File: src/rtl/bfx_alias_pkg.sv
package bfx_alias_pkg;
   // Exclusion flags raised by the detector units
   typedef struct packed {
      logic insert_hit;
      logic shift_hit;
      logic extend_hit;
   } bfx_excl_t;

   // Smallest immediate width that can express the extension codes
   localparam int unsigned BFX_MIN_IMM_W = 6;
   // log2 of the narrowest extended element (a byte)
   localparam int unsigned BFX_EXT_MIN_LOG = 3;

   function automatic logic bfx_any_excl(input bfx_excl_t f);
      return f.insert_hit | f.shift_hit | f.extend_hit;
   endfunction
endpackage

File: src/rtl/bfx_insert_detect.sv
module bfx_insert_detect #(
   parameter int unsigned IMM_W = 6
) (
   input  logic [IMM_W-1:0] top_fld,
   input  logic [IMM_W-1:0] rot_fld,
   output logic             hit
);
   // Insert-into-zero form: the field top lies below the rotate amount
   always_comb begin
      hit = (top_fld < rot_fld);
   end
endmodule

File: src/rtl/bfx_shift_detect.sv
module bfx_shift_detect #(
   parameter int unsigned IMM_W = 6
) (
   input  logic             wide,
   input  logic [IMM_W-1:0] top_fld,
   output logic             hit
);
   localparam int unsigned LOW_W = IMM_W - 1;
   logic [IMM_W-1:0] last_bit_code;

   // The top field at the last operand bit means a shift alias
   always_comb begin
      last_bit_code = {wide, {LOW_W{1'b1}}};
      hit           = (top_fld == last_bit_code);
   end
endmodule

File: src/rtl/bfx_extend_detect.sv
module bfx_extend_detect #(
   parameter int unsigned IMM_W   = 6,
   parameter int unsigned MIN_LOG = 3
) (
   input  logic             wide,
   input  logic             zext,
   input  logic [IMM_W-1:0] top_fld,
   input  logic [IMM_W-1:0] rot_fld,
   output logic             hit
);
   // Element sizes 2^MIN_LOG .. 2^(IMM_W-1); the last is the word size
   localparam int unsigned WORD_LOG = IMM_W - 1;
   localparam int unsigned N_EXT    = WORD_LOG - MIN_LOG + 1;

   logic [N_EXT-1:0] code_hit;
   logic             rot_zero;

   generate
      for (genvar k = 0; k < N_EXT; k++) begin : g_code
         localparam int unsigned LOG_K = MIN_LOG + k;
         localparam logic [IMM_W-1:0] CODE_K = IMM_W'((64'd1 << LOG_K) - 64'd1);
         logic code_match;
         assign code_match = (top_fld == CODE_K);
         if (LOG_K == WORD_LOG) begin : g_word
            // Word extension exists only as a 64-bit signed form
            assign code_hit[k] = code_match & wide & ~zext;
         end else begin : g_narrow
            // Byte/halfword: any 32-bit form, or 64-bit signed form
            assign code_hit[k] = code_match & (~wide | ~zext);
         end
      end
   endgenerate

   always_comb begin
      rot_zero = (rot_fld == '0);
      hit      = rot_zero & (|code_hit);
   end
endmodule

File: src/rtl/bfx_alias_classifier.sv
module bfx_alias_classifier #(
   parameter int unsigned IMM_W   = 6,
   parameter bit          REG_OUT = 1'b1
) (
   input  logic             clk,
   input  logic             rst,
   input  logic             i_valid,
   input  logic             i_wide,
   input  logic             i_zext,
   input  logic [IMM_W-1:0] i_top,
   input  logic [IMM_W-1:0] i_rot,
   output logic             o_valid,
   output logic             o_pref
);
   import bfx_alias_pkg::*;

   generate
      if (IMM_W < BFX_MIN_IMM_W) begin : g_bad_width
         $error("bfx_alias_classifier: IMM_W must be at least %0d", BFX_MIN_IMM_W);
      end
   endgenerate

   bfx_excl_t excl;
   logic      pref_next;

   bfx_insert_detect #(.IMM_W(IMM_W)) u_insert (
      .top_fld (i_top),
      .rot_fld (i_rot),
      .hit     (excl.insert_hit)
   );

   bfx_shift_detect #(.IMM_W(IMM_W)) u_shift (
      .wide    (i_wide),
      .top_fld (i_top),
      .hit     (excl.shift_hit)
   );

   bfx_extend_detect #(.IMM_W(IMM_W), .MIN_LOG(BFX_EXT_MIN_LOG)) u_extend (
      .wide    (i_wide),
      .zext    (i_zext),
      .top_fld (i_top),
      .rot_fld (i_rot),
      .hit     (excl.extend_hit)
   );

   always_comb begin
      pref_next = ~bfx_any_excl(excl);
   end

   generate
      if (REG_OUT) begin : g_reg
         logic valid_q;
         logic pref_q;
         always_ff @(posedge clk) begin
            if (rst) begin
               valid_q <= 1'b0;
            end else begin
               valid_q <= i_valid;
            end
            pref_q <= pref_next;
         end
         assign o_valid = valid_q;
         assign o_pref  = pref_q;
      end else begin : g_comb
         assign o_valid = i_valid;
         assign o_pref  = pref_next;
      end
   endgenerate
endmodule

File: config.mk
export PLATFORM = sky130hd
export DESIGN_NAME = bfx_alias_classifier
export DESIGN_NICKNAME = d
export VERILOG_FILES = /design/src/rtl/bfx_alias_pkg.sv /design/src/rtl/bfx_insert_detect.sv /design/src/rtl/bfx_shift_detect.sv /design/src/rtl/bfx_extend_detect.sv /design/src/rtl/bfx_alias_classifier.sv
export SDC_FILE = /design/constraint.sdc
export NUM_CORES = 1
export LEC_CHECK = 0
export BUFFER_PORTS_ARGS = -buffer_cell sky130_fd_sc_hd__buf_2
export CAP_MARGIN = 20
export CORE_AREA = 2 2 39 41
export CTS_CLUSTER_DIAMETER = 120
export DETAILED_ROUTE_END_ITERATION = 6
export DIE_AREA = 0 0 41 43
export PLACE_DENSITY = 0.52
export SYNTH_ARGS = -nofsm -noshare
export SYNTH_HDL_FRONTEND = slang
export SYNTH_SLANG_ARGS = --single-unit
File: constraint.sdc
create_clock -name clk -period 1.3 [get_ports clk]
set_input_delay 0.26 -clock clk [delete_from_list [all_inputs] [get_ports clk]]
set_output_delay 0.26 -clock clk [all_outputs]
set_load 0.05 [all_outputs]
# Yosys cells after proc, flatten, opt, wreduce, memory -nomap -nowiden
# Index checks and enable logic that the tools add are counted.
totals:
  regBits: 2
  input_bits: 17
  out_inout_bits: 2
classes:
  n_lt_le_gt_ge: 1
  eq_ne: 4
  n_bitwise: 11
  n_reduce_logical: 2
ops:
  columns: ["op", "count"]
  rows:
  - ["6-bit by 3-bit == test with 1-bit output (second input constant)", 1]
  - ["6-bit by 4-bit == test with 1-bit output (second input constant)", 1]
  - ["6-bit by 5-bit == test with 1-bit output (second input constant)", 1]
  - ["6-bit == test", 1]
  - ["6-bit zero test", 1]
  - ["6-bit < comparator", 1]
  - ["1-bit bitwise AND", 5]
  - ["1-bit inverter", 3]
  - ["1-bit bitwise OR", 3]
  - ["3-bit OR reduction", 1]

# Depth between registers and ports, before layout
logic_depth:
  word_depth: 7
  depth_mapped: 6

# By module
# From an unflattened synthesis, not the netlist that was laid out.
unflattened:
  cells_unflattened: 31
  area_unflattened_um2: 255.2
modules_own_cells:
  columns: ["module", "n_inst", "cells_per_inst", "area_each_um2", "seq_area_each_um2"]
  rows:
  - ["bfx_insert_detect", 1, 17, 123.9, 0.0]
  - ["bfx_alias_classifier", 1, 4, 56.3, 40.0]
  - ["bfx_extend_detect", 1, 6, 47.5, 0.0]
  - ["bfx_shift_detect", 1, 4, 27.5, 0.0]

# Least setup slack after synthesis
# Ideal clock, no wire load.
synth_timing:
  path_type: "input -> register"
  start: "input port i_rot[2]"
  end: "register g_reg.pref_q (netlist: o_pref)"
  setup_ps: 132
  arrival_ps: 1006
  setup_slack_ps: 161
  stages: 4
  n_path_buf: 0
  cell_sequence: "nor4_2 a22oi_1 a2111oi_1 a21oi_1"
synth_between:
  elab_chain_len: 4
synth_rtl:
  columns: ["item", "line_no", "source"]
  rows:
  - ["from (decl)", "bfx_alias_classifier.sv:11", "input logic [IMM_W-1:0] i_rot,"]
  - ["6-bit < comparator or 6-bit zero test (tied branches)", "bfx_insert_detect.sv:10, bfx_extend_detect.sv:35", null]
  - ["1-bit bitwise OR or 1-bit bitwise AND (tied branches)", "bfx_alias_pkg.sv:15, bfx_extend_detect.sv:36", null]
  - ["1-bit bitwise OR (*)", "bfx_alias_pkg.sv:15", "return f.insert_hit | f.shift_hit | f.extend_hit;"]
  - ["1-bit inverter (*)", "bfx_alias_classifier.sv:47", "pref_next = ~bfx_any_excl(excl);"]
  - ["via pref_next", "bfx_alias_classifier.sv:24", "logic pref_next;"]
  - ["to (signal assigned)", "bfx_alias_classifier.sv:60", "pref_q <= pref_next;"]
  - ["to (decl)", "bfx_alias_classifier.sv:53", "logic pref_q;"]
# The timed path passes the listed nets; every way through them passes the cells marked *.
# A chain may end at the register's enable or synchronous reset.

# Final worst setup path
# Same ends and word-level chain as after synthesis.

==> summary by stage <==
Min path
The worst hold path was traced through 2 stages. The type of the tightest min-delay check is primary input to register.

Clock tree
The buffer cell driving the clock tree root is clkbuf_4. The clock slew at the register clock pins of the worst setup and hold paths is approximately 0.03 ns. The clock passes through at most 2 buffers.

The number of hold buffers added after cts is 0. After clock tree synthesis, the setup repair step added 0 buffers. The clock sink count is 2. The number of buffers created by CTS is 3. The total of cells resized after clock tree synthesis is 0. The TritonCTS clock tree is done. The number of levels in the clock H-tree is 1.

Layout
The number of nets in the layout is just under 80. The total non-filler cell area in the finished layout is 382 um^2. The layout cell share with drive strength beyond 1 is 41.8%. Fill cells in the final layout number 161. Summing all flip-flop and latch instances after layout gives about 40 um^2. 0 antenna diodes ended up in the layout. The multi-input gate area in the final layout is roughly 180 um^2. The area added between synthesis and finish is 58.0%. The final core utilization is approximately 28%.

GRT
The number of antenna violations at the first check in global routing is 0. The number of global-route vias before repair came to about 270. The wire length of the first global-routing pass is 979 um.

The pin count of the biggest net entering global routing is 5. Across every metal layer, demand over resource in global routing totals ~8.1%. The remaining global-route overflow is 0.

Synthesis
The most used flip-flop cell after synthesis is dfxtp_1. The number of synthesized register bits is 2. The most frequently used cell type in the post-synthesis netlist is inv_1. For this run, the number of Yosys warnings is 0. In this run, distinct cell masters in the synthesized netlist total 15. Yosys attributes the largest share of cell area to ha_1, dfxtp_1, inv_1. Sequential elements use between 10% and 20% of the synthesized area. The number of synthesized flops with an enable pin is 0. In the synthesized netlist, the cells that appear most often are inv_1, ha_1, a21oi_1, nor2_1, o21ai_0. The cell accounting for the most synthesized area is ha_1. The average instance in the mapped netlist occupies 7.32 um^2. The top cell type by area accounts for 25.9% of the synthesized area. The synthesized netlist occupies a cell area of around 240 um^2. Counting flops with an async set or reset pin after synthesis yields a share of 0%. The synthesized netlist cell count is 33.

The post-synthesis net count is between 50 and 60.

Pwr
In this run switching power makes up 30.9% of total power. The total net switching power is about 96 uW. The worst supply voltage drop on vdd is around 0.00033 V. In this run the static leakage power is between 0.0002 and 0.00025 uW. Dividing total power by cell area gives a power density of roughly 810 mW/mm^2. The sequential cell fraction of total power is 22.2%. The cell internal power dissipation is roughly 210 uW.

The clock network is responsible for 43.8% of the overall power. The relative contribution of combinational cells to total power is 34.0%.

Floorplanning
The die covers 0.00176 mm^2. The initial utilization of the core area, before any placement, comes to 17.5%. The die is slightly above 40 um wide. In this run the count of I/O pins placed on the die edge is 19.

The die span in y is between 40 and 50 um. In this run the standard cell core region covers roughly 0.0014 mm^2. The floorplan has 14 rows.

Routing
After detailed routing, the number of remaining DRC violations is 0. Dividing the detail-routed via count by the number of cells gives roughly 4.4. The count of antenna-violating nets left after detailed routing is 0.

The number of DRC markers in iteration 0 is 0. The via count of the routed design is just over 300. After detailed routing, the average wire length per cell comes to 8.15 um. The final layout contains routed wiring with a total length of approximately 580 um. The number of search-and-repair iterations in the first detailed-routing pass is 1.

STA
The setup slack after layout is 0.200 ns. Setup violations remaining at the end of the flow were counted as 0. Setup repair after global routing left no endpoint under its margin. Based on the critical path, the design can be clocked at up to 909 MHz. The relative slew slack is about 77%.

The final max-slew violation count is 0. The post-route fraction of the period consumed by the critical path is between 80% and 90%. The number of failing hold endpoints at the final stage is 0.

For the final routed database, the setup TNS stands at 0 ns. The routed design could run at a clock period as short as about 1.1 ns. At the pin with the least slew margin, the transition time is 0.337 ns. The tightest hold path in the finished design has a slack of ~0.19 ns.

Setup path
The critical path capture point type is a register. STA puts the critical path data required time at 1.39 ns. The worst-path maximum fanout is 2. STA classifies the critical path startpoint as a primary input. In this run the worst setup path begins at i_rot[2]. The worst setup path is of the primary input to register kind. The destination of the critical timing path is o_pref.

The endpoint arrival time on the critical path is between 1 and 1.5 ns.

Run
Max-cap violations in this run came to 0.

Placement
The count of buffers added on input and output ports is 18. The placed wire-length estimate after detailed placement is 526 um. At the end of routability-driven placement, the weighted congestion stood at about 0.7.

Prior to clock tree synthesis, the placed netlist has a worst setup slack of -0.0230 ns. Once placement finished, the instance area stood at 359 um^2.

Status
The flow ran to the end, and the final reports show no timing, DRC or antenna violations.
-- worst max-delay path, stage by stage --
cell and delay [ns]:
buf_2 0.11, nor4_2 0.26, a22oi_1 0.12, a2111oi_1 0.38, a21oi_1 0.07
-- through the flow --
stage | power (uW) | cells
after global routing | 343 | 71
after detailed placement | 176 | 68
after global placement | 176 | 68
after floorplan | 129 | 33
final | 310 | 71
after CTS | 319 | 71
-- placed cells by master (no fill, tap or decap), drive strengths merged --
master,synthesis,final
a2111oi,1,1
a21oi,3,3
a22oi,1,1
buf,0,19
clkbuf,0,3
dfxtp,2,2
ha,5,5
inv,6,6
nand2,2,2
nand2b,1,1
nand3,1,1
nor2,3,3
nor2b,2,2
nor3,1,1
nor4,1,1
o2111ai,1,1
o21ai,3,3
-- state kept, by name, summed over array words and instances, names as in the netlist --
name and cells:
o_valid 1, o_pref 1
-- worst min path at each step --
stage	from	end
after detailed placement	rst	o_valid
after CTS	rst	o_valid
final	rst	o_valid
after global placement	rst	o_valid
after global routing	rst	o_valid
after floorplan	rst	o_valid
-- routing by layer --
layer,vias to the layer above,track usage [%],wire length [um]
met3,0,4.71,68
li1,161,-,-
met1,134,9.21,251
met5,-,0,0
met2,14,12.5,260
met4,0,2.00,0
-- kinds of logic (layout without fill, tap and decap cells) --
logic type / Yosys count / in the layout / synth area share [%]
adders and majority gates: 5 / 5 / 25.9
AOI/OAI and AO/OA: 9 / 9 / 23.3
DFF: 2 / 2 / 16.6
buffers and inverters: 6 / 28 / 9.33
and+or+nand+nor: 11 / 11 / 24.9
-- final cells by class --
type | count | area share [%]
multi-input combinational | 25 | 46.9
clock buffer | 3 | 5.90
sequential | 2 | 10.5
inverter | 6 | 5.90
tap | 16 | 5.25
timing repair buffer | 19 | 25.6
-- power by group through the flow --
stage	Combinational, uW	Clock [uW]	Sequential [uW]
after CTS	107	143	68.8
after detailed placement	106	0	69.6
after global routing	121	152	69.7
final	105	136	68.8
after floorplan	37.6	0	91.6
after global placement	106	0	69.9
No activity file was read; power rests on OpenSTA's default activity.
